--- src/rtl/sel_watch_pkg.sv ---
package sel_watch_pkg;
  // Bit positions inside the raw bus vector handed through the synchronizer
  localparam int unsigned BIT_SEL  = 0;
  localparam int unsigned BIT_BSY  = 1;
  localparam int unsigned BIT_PAR  = 2;
  localparam int unsigned BIT_ID0  = 3;

  // Odd parity holds when the XOR of data and parity (asserted levels) is 1
  function automatic logic odd_ok(input logic [7:0] id, input logic par);
    return ^{id, par};
  endfunction
endpackage

--- src/rtl/sel_watch_sync.sv ---
module sel_watch_sync #(
  parameter int unsigned W      = 11,
  parameter int unsigned STAGES = 2
) (
  input  logic         clk,
  input  logic         rst_n,
  input  logic [W-1:0] d,
  output logic [W-1:0] q,
  output logic         stable
);
  logic [W-1:0] chain [STAGES];
  logic [W-1:0] hold_q;

  for (genvar g = 0; g < STAGES; g++) begin : g_stage
    always_ff @(posedge clk) begin
      if (!rst_n) chain[g] <= '1;
      else if (g == 0) chain[g] <= d;
      else chain[g] <= chain[(g == 0) ? 0 : g-1];
    end
  end

  always_ff @(posedge clk) begin
    if (!rst_n) hold_q <= '1;
    else        hold_q <= chain[STAGES-1];
  end

  assign q      = hold_q;
  assign stable = (hold_q == chain[STAGES-1]);

  // the judged value equals the last synchronizer sample one cycle back
  AST_HOLD_FOLLOWS: assert property (@(posedge clk) disable iff (!rst_n)
    ##1 (q == $past(chain[STAGES-1])));
endmodule

--- src/rtl/sel_watch_mask.sv ---
module sel_watch_mask #(
  parameter int unsigned ID_W = 8
) (
  input  logic            clk,
  input  logic            rst_n,
  input  logic            we,
  input  logic [ID_W-1:0] wdata,
  output logic [ID_W-1:0] mask
);
  always_ff @(posedge clk) begin
    if (!rst_n)  mask <= '0;
    else if (we) mask <= wdata;
  end

  AST_MASK_LOAD: assert property (@(posedge clk) disable iff (!rst_n)
    we |=> (mask == $past(wdata)));
  AST_MASK_KEEP: assert property (@(posedge clk) disable iff (!rst_n)
    !we |=> $stable(mask));
endmodule

--- src/rtl/sel_watch_detect.sv ---
module sel_watch_detect #(
  parameter int unsigned ID_W = 8
) (
  input  logic            clk,
  input  logic            rst_n,
  input  logic [ID_W-1:0] id,
  input  logic            par,
  input  logic            bsy,
  input  logic            sel,
  input  logic            stable,
  input  logic [ID_W-1:0] mask,
  input  logic            par_chk_en,
  input  logic            irq_clr,
  output logic            sel_irq,
  output logic            par_err
);
  import sel_watch_pkg::*;

  logic cond, cond_q, fresh, bad_par;

  assign cond    = stable && sel && !bsy && ((id & mask) != '0);
  assign fresh   = cond && !cond_q;
  assign bad_par = par_chk_en && !odd_ok(id, par);

  always_ff @(posedge clk) begin
    if (!rst_n) begin
      cond_q  <= 1'b0;
      sel_irq <= 1'b0;
      par_err <= 1'b0;
    end else begin
      cond_q <= cond;
      if (fresh) begin
        sel_irq <= 1'b1;
        par_err <= bad_par | (par_err & ~irq_clr);
      end else if (irq_clr) begin
        sel_irq <= 1'b0;
        par_err <= 1'b0;
      end
    end
  end

  AST_RISE_NEEDS_MATCH: assert property (@(posedge clk) disable iff (!rst_n)
    $rose(sel_irq) |-> $past(stable && sel && !bsy && ((id & mask) != '0)));
  AST_ZERO_MASK_QUIET: assert property (@(posedge clk) disable iff (!rst_n)
    (mask == '0) |=> !$rose(sel_irq));
  AST_IRQ_STICKY: assert property (@(posedge clk) disable iff (!rst_n)
    (sel_irq && !irq_clr) |=> sel_irq);
  AST_PERR_WITH_IRQ: assert property (@(posedge clk) disable iff (!rst_n)
    par_err |-> sel_irq);
  AST_PERR_NEEDS_EN: assert property (@(posedge clk) disable iff (!rst_n)
    $rose(par_err) |-> $past(par_chk_en));
endmodule

--- src/rtl/sel_watch.sv ---
module sel_watch #(
  parameter int unsigned ID_W        = 8,
  parameter int unsigned SYNC_STAGES = 2
) (
  input  logic            clk,
  input  logic            rst_n,
  input  logic            mask_we,
  input  logic [ID_W-1:0] mask_wdata,
  input  logic [ID_W-1:0] db_n,
  input  logic            dbp_n,
  input  logic            bsy_n,
  input  logic            sel_n,
  input  logic            par_chk_en,
  input  logic            irq_clr,
  output logic            sel_irq,
  output logic            par_err
);
  import sel_watch_pkg::*;

  localparam int unsigned BUS_W = ID_W + BIT_ID0;

  logic [BUS_W-1:0] raw_n, sync_n;
  logic             stable;
  logic [ID_W-1:0]  mask;

  assign raw_n = {db_n, dbp_n, bsy_n, sel_n};

  sel_watch_sync #(.W(BUS_W), .STAGES(SYNC_STAGES)) u_sync (
    .clk(clk), .rst_n(rst_n), .d(raw_n), .q(sync_n), .stable(stable)
  );

  sel_watch_mask #(.ID_W(ID_W)) u_mask (
    .clk(clk), .rst_n(rst_n), .we(mask_we), .wdata(mask_wdata), .mask(mask)
  );

  sel_watch_detect #(.ID_W(ID_W)) u_detect (
    .clk(clk), .rst_n(rst_n),
    .id(~sync_n[BUS_W-1:BIT_ID0]),
    .par(~sync_n[BIT_PAR]),
    .bsy(~sync_n[BIT_BSY]),
    .sel(~sync_n[BIT_SEL]),
    .stable(stable), .mask(mask),
    .par_chk_en(par_chk_en), .irq_clr(irq_clr),
    .sel_irq(sel_irq), .par_err(par_err)
  );
endmodule

--- config.mk ---
export PLATFORM = sky130hd
export DESIGN_NAME = sel_watch
export DESIGN_NICKNAME = d
export VERILOG_FILES = /design/src/rtl/sel_watch_pkg.sv /design/src/rtl/sel_watch_sync.sv /design/src/rtl/sel_watch_mask.sv /design/src/rtl/sel_watch_detect.sv /design/src/rtl/sel_watch.sv
export SDC_FILE = /design/constraint.sdc
export NUM_CORES = 1
export LEC_CHECK = 0
export ABC_CLOCK_PERIOD_IN_PS = 1200
export BUFFER_PORTS_ARGS = -buffer_cell sky130_fd_sc_hd__buf_2
export CAP_MARGIN = 20
export CORE_UTILIZATION = 49
export CTS_CLUSTER_DIAMETER = 150
export DETAILED_ROUTE_END_ITERATION = 8
export PLACE_DENSITY = 0.74
export SLEW_MARGIN = 10
export SYNTH_ARGS = -nofsm -noshare
export SYNTH_HDL_FRONTEND = slang
export SYNTH_HIERARCHICAL = 1
export SYNTH_SLANG_ARGS = --single-unit
--- constraint.sdc ---
create_clock -name clk -period 1.2 [get_ports clk]
set_input_delay 0 -clock clk [delete_from_list [all_inputs] [get_ports clk]]
set_output_delay 0 -clock clk [all_outputs]
set_load 0.03 [all_outputs]
==> After elaboration in Yosys (flattened, before gate mapping) <==
Memory sizes are Yosys's and may differ from the RTL's.
Index checks and enable logic that the tools add are counted.
{ "totals": {"regBits": 22, "elab_cells": 33, "output_inout_bits": 2, "latchBits": 0, "ramBits": 22, "romBits": 0, "inputBits": 24, "memories": 1} }
{ "mem_list": {"columns": ["memory", "words", "word_bits", "rd", "rd_clocked_by_memory_dff", "write_ports", "line", "source"], "rows": [
  ["u_sync.chain", 2, 11, 2, 0, 2, "sel_watch_sync.sv:11", "logic [W-1:0] chain [STAGES];"]
]} }
{ "op_classes": {"div_mod_pow": 0, "n_lt_le_gt_ge": 0, "n_addsub": 0, "n_mul": 0, "n_bitwise": 9, "n_mux": 7, "n_shift": 0, "reduce_logical": 10, "n_eq_ne": 1} }
{ "op_table": {"columns": ["operator", "count"], "rows": [
  ["$mux W11", 2],
  ["$eq A11 B11 Y1", 1],
  ["$reduce_xor A9 Y1", 1],
  ["$and A8 B8 Y8", 1],
  ["$not A8 Y8", 1],
  ["$reduce_bool A8 Y1", 1],
  ["$logic_and A1 B1 Y1", 5],
  ["$mux W1", 5],
  ["$not A1 Y1", 3],
  ["$or A1 B1 Y1", 3],
  ["$logic_not A1 Y1", 2],
  ["$reduce_bool A2 Y1", 1],
  ["$and A1 B1 Y1", 1]
]} }

==> Depth between registers and ports, before layout <==
{ "logic_depth": {"word_depth": 6, "depth_mapped": 7, "mapped_depth_nobuf": 7} }

==> By module <==
Netlist, hierarchy kept.
{ "modules_own_cells": {"columns": ["module", "n_inst", "area_per_inst_um2", "seq_area_each_um2", "cells_per_inst"], "rows": [
  ["sel_watch_sync", 1, 1006.0, 660.6, 84],
  ["sel_watch_mask", 1, 301.5, 160.2, 25],
  ["sel_watch_detect", 1, 239.0, 60.1, 24],
  ["sel_watch", 1, 41.3, 0.0, 11]
]} }

==> Least setup slack after synthesis <==
Ideal clock, no wire load.
{ "synth_timing": {"kind": "flip-flop to flip-flop", "startpoint": "register u_sync.hold_q[6], in the netlist u_sync/q[6] (read register of u_sync.chain)", "endpoint": "register u_detect.par_err", "t_required_ns": 1.116, "synth_period_minus_slack_ns": 1.295, "path_stages_with_launch": 6, "arrival_time_ns": 1.211, "setup_ns": 0.084, "slack_ns": -0.095, "n_path_buf": 0, "path_cell_list": "dfxtp_1 -> inv_1 -> xnor2_1 -> xnor3_1 -> xnor2_1 -> o31ai_2"} }
{ "synth_via": {"elab_chain_len": 6, "elab_cells_between_ends": 14, "classes_between": "eq/ne (1); mux (1); bitwise (3); reduce/logical (9)"} }
{ "synth_lines": {"columns": ["element", "line", "source"], "rows": [
  ["start, declared", "sel_watch_sync.sv:12", "logic [W-1:0] hold_q;"],
  ["$eq A11 B11 Y1 or $not A8 Y8 (tied branches)", "sel_watch_sync.sv:28, sel_watch.sv:38", null],
  ["$logic_and A1 B1 Y1, or another cell as far along (2 in series)", "sel_watch_detect.sv:21", "assign cond = stable && sel && !bsy && ((id & mask) != '0);"],
  ["$logic_and A1 B1 Y1, on equally long branches", "sel_watch_detect.sv:21, sel_watch_detect.sv:23", null],
  ["$logic_and A1 B1 Y1 or $or A1 B1 Y1 (tied branches)", "sel_watch_detect.sv:22, sel_watch_detect.sv:34", null],
  ["$mux W1 or $reduce_bool A2 Y1 (tied branches)", null, null],
  ["end signal, assigned", "sel_watch_detect.sv:34", "par_err <= bad_par | (par_err & ~irq_clr);"],
  ["end, declared", "sel_watch_detect.sv:15", "output logic par_err"]
]} }
Parallel ways exist; a longest one is shown, timed or not.
A chain may end at the register's enable or synchronous reset.

==> impl_metrics.csv <==
group,metric,value,unit
status,status,"complete, but fails checks",
status,violations,"negative setup slack",
cts,clkTransAtPathRegs,110,ps
sta,finalHoldViolations,0,
global_routing,grt_pass1_wl,4.37,mm
yosys,yosysSeqAreaShare,55.5,%
layout,layout.cells.non_filler,249,
placement,place_ws,-202,ps
layout,seq_area,898,µm²
layout,fin_area,2180,µm²
die,die_width,58.9,µm
yosys,synth_mux_area_share,5.04,%
sta,max_freq,679,MHz
placement,dp.cells,220,
cts,htreeDepth,2,
sta,setup_viol,3,
yosys,syn_nets,168,
routing,viasPerCell,4.45,
yosys,syn_inst,144,
power_and_ir_drop,switching_share,20.7,%
power_and_ir_drop,sequentialPowerShare,57.6,%
routing,vias,1109,
die,num_io_pins,26,
worst_setup_path,crit_start,"u_sync/chain[1][10]",
cts,cts_buffer_depth,2,
yosys,synth_top_family_by_area,"simple AND/OR/NAND/NOR gates",
sta,fin_crit,1470,ps
power_and_ir_drop,p_int,2.14,mW
worst_setup_path,endpoint,"u_detect/par_err",
yosys,synth_area,1590,µm²
yosys,yosysTopAreaCell,"dfxtp_1",
routing,ant_nets,0,
global_routing,grt_pass1_vias,1135,
run,maxCapViolCount,0,
worst_setup_path,r2r_end,"u_detect/par_err",
power_and_ir_drop,p_clk_share,31.9,%
power_and_ir_drop,peakVddDrop,0.805,mV
worst_setup_path,crit_required,1460,ps
routing,wire_per_inst,10.5,µm
placement,place_hpwl,1.74,mm
yosys,synth_compound_area_share,3.15,%
layout,multi_input_area,693,µm²
yosys,ys_types,21,
power_and_ir_drop,pwr_density_cell,1240,nW/µm²
layout,drive_gt1_share,33.7,%
worst_setup_path,critPathKind,"flop to flop",
layout,layout.nets,228,
power_and_ir_drop,netSwitchingPower,558,µW
routing,wirelength,2.62,mm
die,rows,20,
die,die_area,3470,µm²
cts,cts_tree,"done",
layout,antenna_cells,0,
sta,max_slew_margin,74.5,%
worst_setup_path,startpoint_type,"flop",
placement,gp_congestion,0.729,
routing,remaining_drc_errors,0,
global_routing,antenna_found_initial,0,
sta,tightest_slew,382,ps
layout,layout_commonest_cell,"nand2b_1",
worst_setup_path,worstRegToRegCells,7,
worst_setup_path,reg2reg_slack,-270,ps
cts,clock-root-buffer,"clkbuf_4",
worst_setup_path,cp_max_fo,2,
worst_setup_path,crit_path_end_kind,"flop",
layout,layout_common_cells,"34 x nand2b_1, 30 x dfxtp_1, 25 x buf_2",
sta,period_share,123,%
cts,insertion_delay,340,ps
die,fp.coreArea,3050,µm²
yosys,ys_warn_count,6,
layout,fillers,233,
cts,numCtsBuffers,5,
cts,clock_sinks,44,
power_and_ir_drop,leakage,1.01,nW
sta,fin_ws,-272,ps
global_routing,grt-ovfl-total,0,
yosys,synthSimpleGateAreaFrac,20.8,%
yosys,synth.top_cell.area_share,55.5,%
power_and_ir_drop,combPwrFrac,10.4,%
yosys,ys_ff_latch,44,
sta,skew,4.17,ps
yosys,syn_avg_cell_area,11.0,µm²
sta,rsz0062_at_grt,"true",
worst_hold_path,hp-class,"input port to flop",
layout,syn_to_final_growth,37.4,%
cts,post_cts_buffers,0,
routing,drt_pass1_iterations,4,
yosys,synth-xor-area-share,11.3,%
global_routing,track_usage,17.6,%
placement,portBuffers,25,
yosys,post_synth_main_area_contributors,"dfxtp_1 55%, nand2b_1 13%, xnor2_1 8.3%",
die,start_util,52.0,%
worst_setup_path,arrival,1730,ps
worst_hold_path,hold_start,"rst_n",
sta,finalMaxSlewViolations,0,
layout,fin_util,71.5,%
worst_setup_path,r2r_start,"u_sync/chain[1][10]",
routing,dr.first_iter.drc_count,25,
die,die_y,58.9,µm
placement,placed_area,1830,µm²
sta,setup_tns,-505,ps
global_routing,grt_max_degree,26,
yosys,synth_adder_area_share,0,%
[critical path, stage by stage, from the launching register on]
cell and delay (ps):
dfxtp_1 340, xnor2_1 160, nand4_1 170, nor3_2 140
nand2_1 110, nor3_2 110, nand2_1 110, o31ai_2 250
[what timing repair did]
action | in CTS | in global routing
hold endpoints to repair | 21 | 0
hold buffers | 21 | 0
pin swaps | 5 | 9
resized for setup | 5 | 16
setup endpoints to repair | 3 | 3
[cells in the mapped netlist]
master,number
inv_1,11
nor3_2,1
nor3_1,1
xnor2_1,15
nand3_1,1
buf_6,1
a22oi_1,4
dfxtp_1,44
a21boi_0,1
xnor3_1,1
nand2_1,3
mux2i_1,8
xnor2_2,1
nor2b_1,8
nor4bb_1,1
nand3b_1,1
o31ai_2,1
nand2b_1,34
buf_2,3
nand4_1,3
xor2_1,1
[state kept, by name, indices dropped and copies added (netlist names)]
signal,cells
u_sync/chain,22
u_sync/q,11
u_mask/mask,8
u_detect/cond_q,1
u_detect/par_err,1
u_detect/sel_irq,1
[metal layers]
metal	global-route usage [%]	vias up	routed length, µm
met4	8.16	0	41
met2	31.8	31	1400
met3	7.25	4	137
li1	-	571	-
met5	0	-	0
met1	17.3	503	1050
[worst min-delay path by stage]
stage	slack [ps]	endpoint	depth (start not counted)
2_1_floorplan	70	u_sync/q[9]	1
3_3_place_gp	180	u_sync/chain[0][2]	2
3_5_place_dp	180	u_sync/chain[0][10]	2
4_1_cts	7	u_sync/chain[1][10]	2
5_1_grt	20	u_sync/chain[1][2]	2
6_report	20	u_sync/chain[1][10]	2
[through the flow]
step / hold slack [ps] / total power [mW]
2_1_floorplan: 73.0 / 1.72
3_3_place_gp: 180 / 1.79
3_5_place_dp: 185 / 1.80
4_1_cts: 7.08 / 2.72
5_1_grt: 22.4 / 2.82
6_report: 21.4 / 2.70
[cell families (layout without fill, tap and decap cells)]
group / Yosys count / count (layout)
simple gates: 53 / 53
flops: 44 / 44
xor+xnor: 18 / 18
buf+inv: 15 / 76
mux: 8 / 8
compound gates: 6 / 6
[power groups by stage]
| stage | clock network [mW] | registers (mW) | logic [mW] |
|---|---|---|---|
| floorplan | 0 | 1.57 | 0.150 |
| global placement | 0 | 1.58 | 0.212 |
| detailed placement | 0 | 1.58 | 0.220 |
| CTS | 0.896 | 1.55 | 0.276 |
| global route | 0.951 | 1.56 | 0.308 |
| finish | 0.862 | 1.56 | 0.282 |
[layout make-up]
cell class,instances,area share [%]
clock inverters,2,1.61
flip-flops and latches,44,41.2
multi-input cells,85,31.8
clock buffers,6,1.89
well taps,44,2.52
repair buffers,57,19.2
inverters,11,1.89
(Power assumes the default switching activity.)
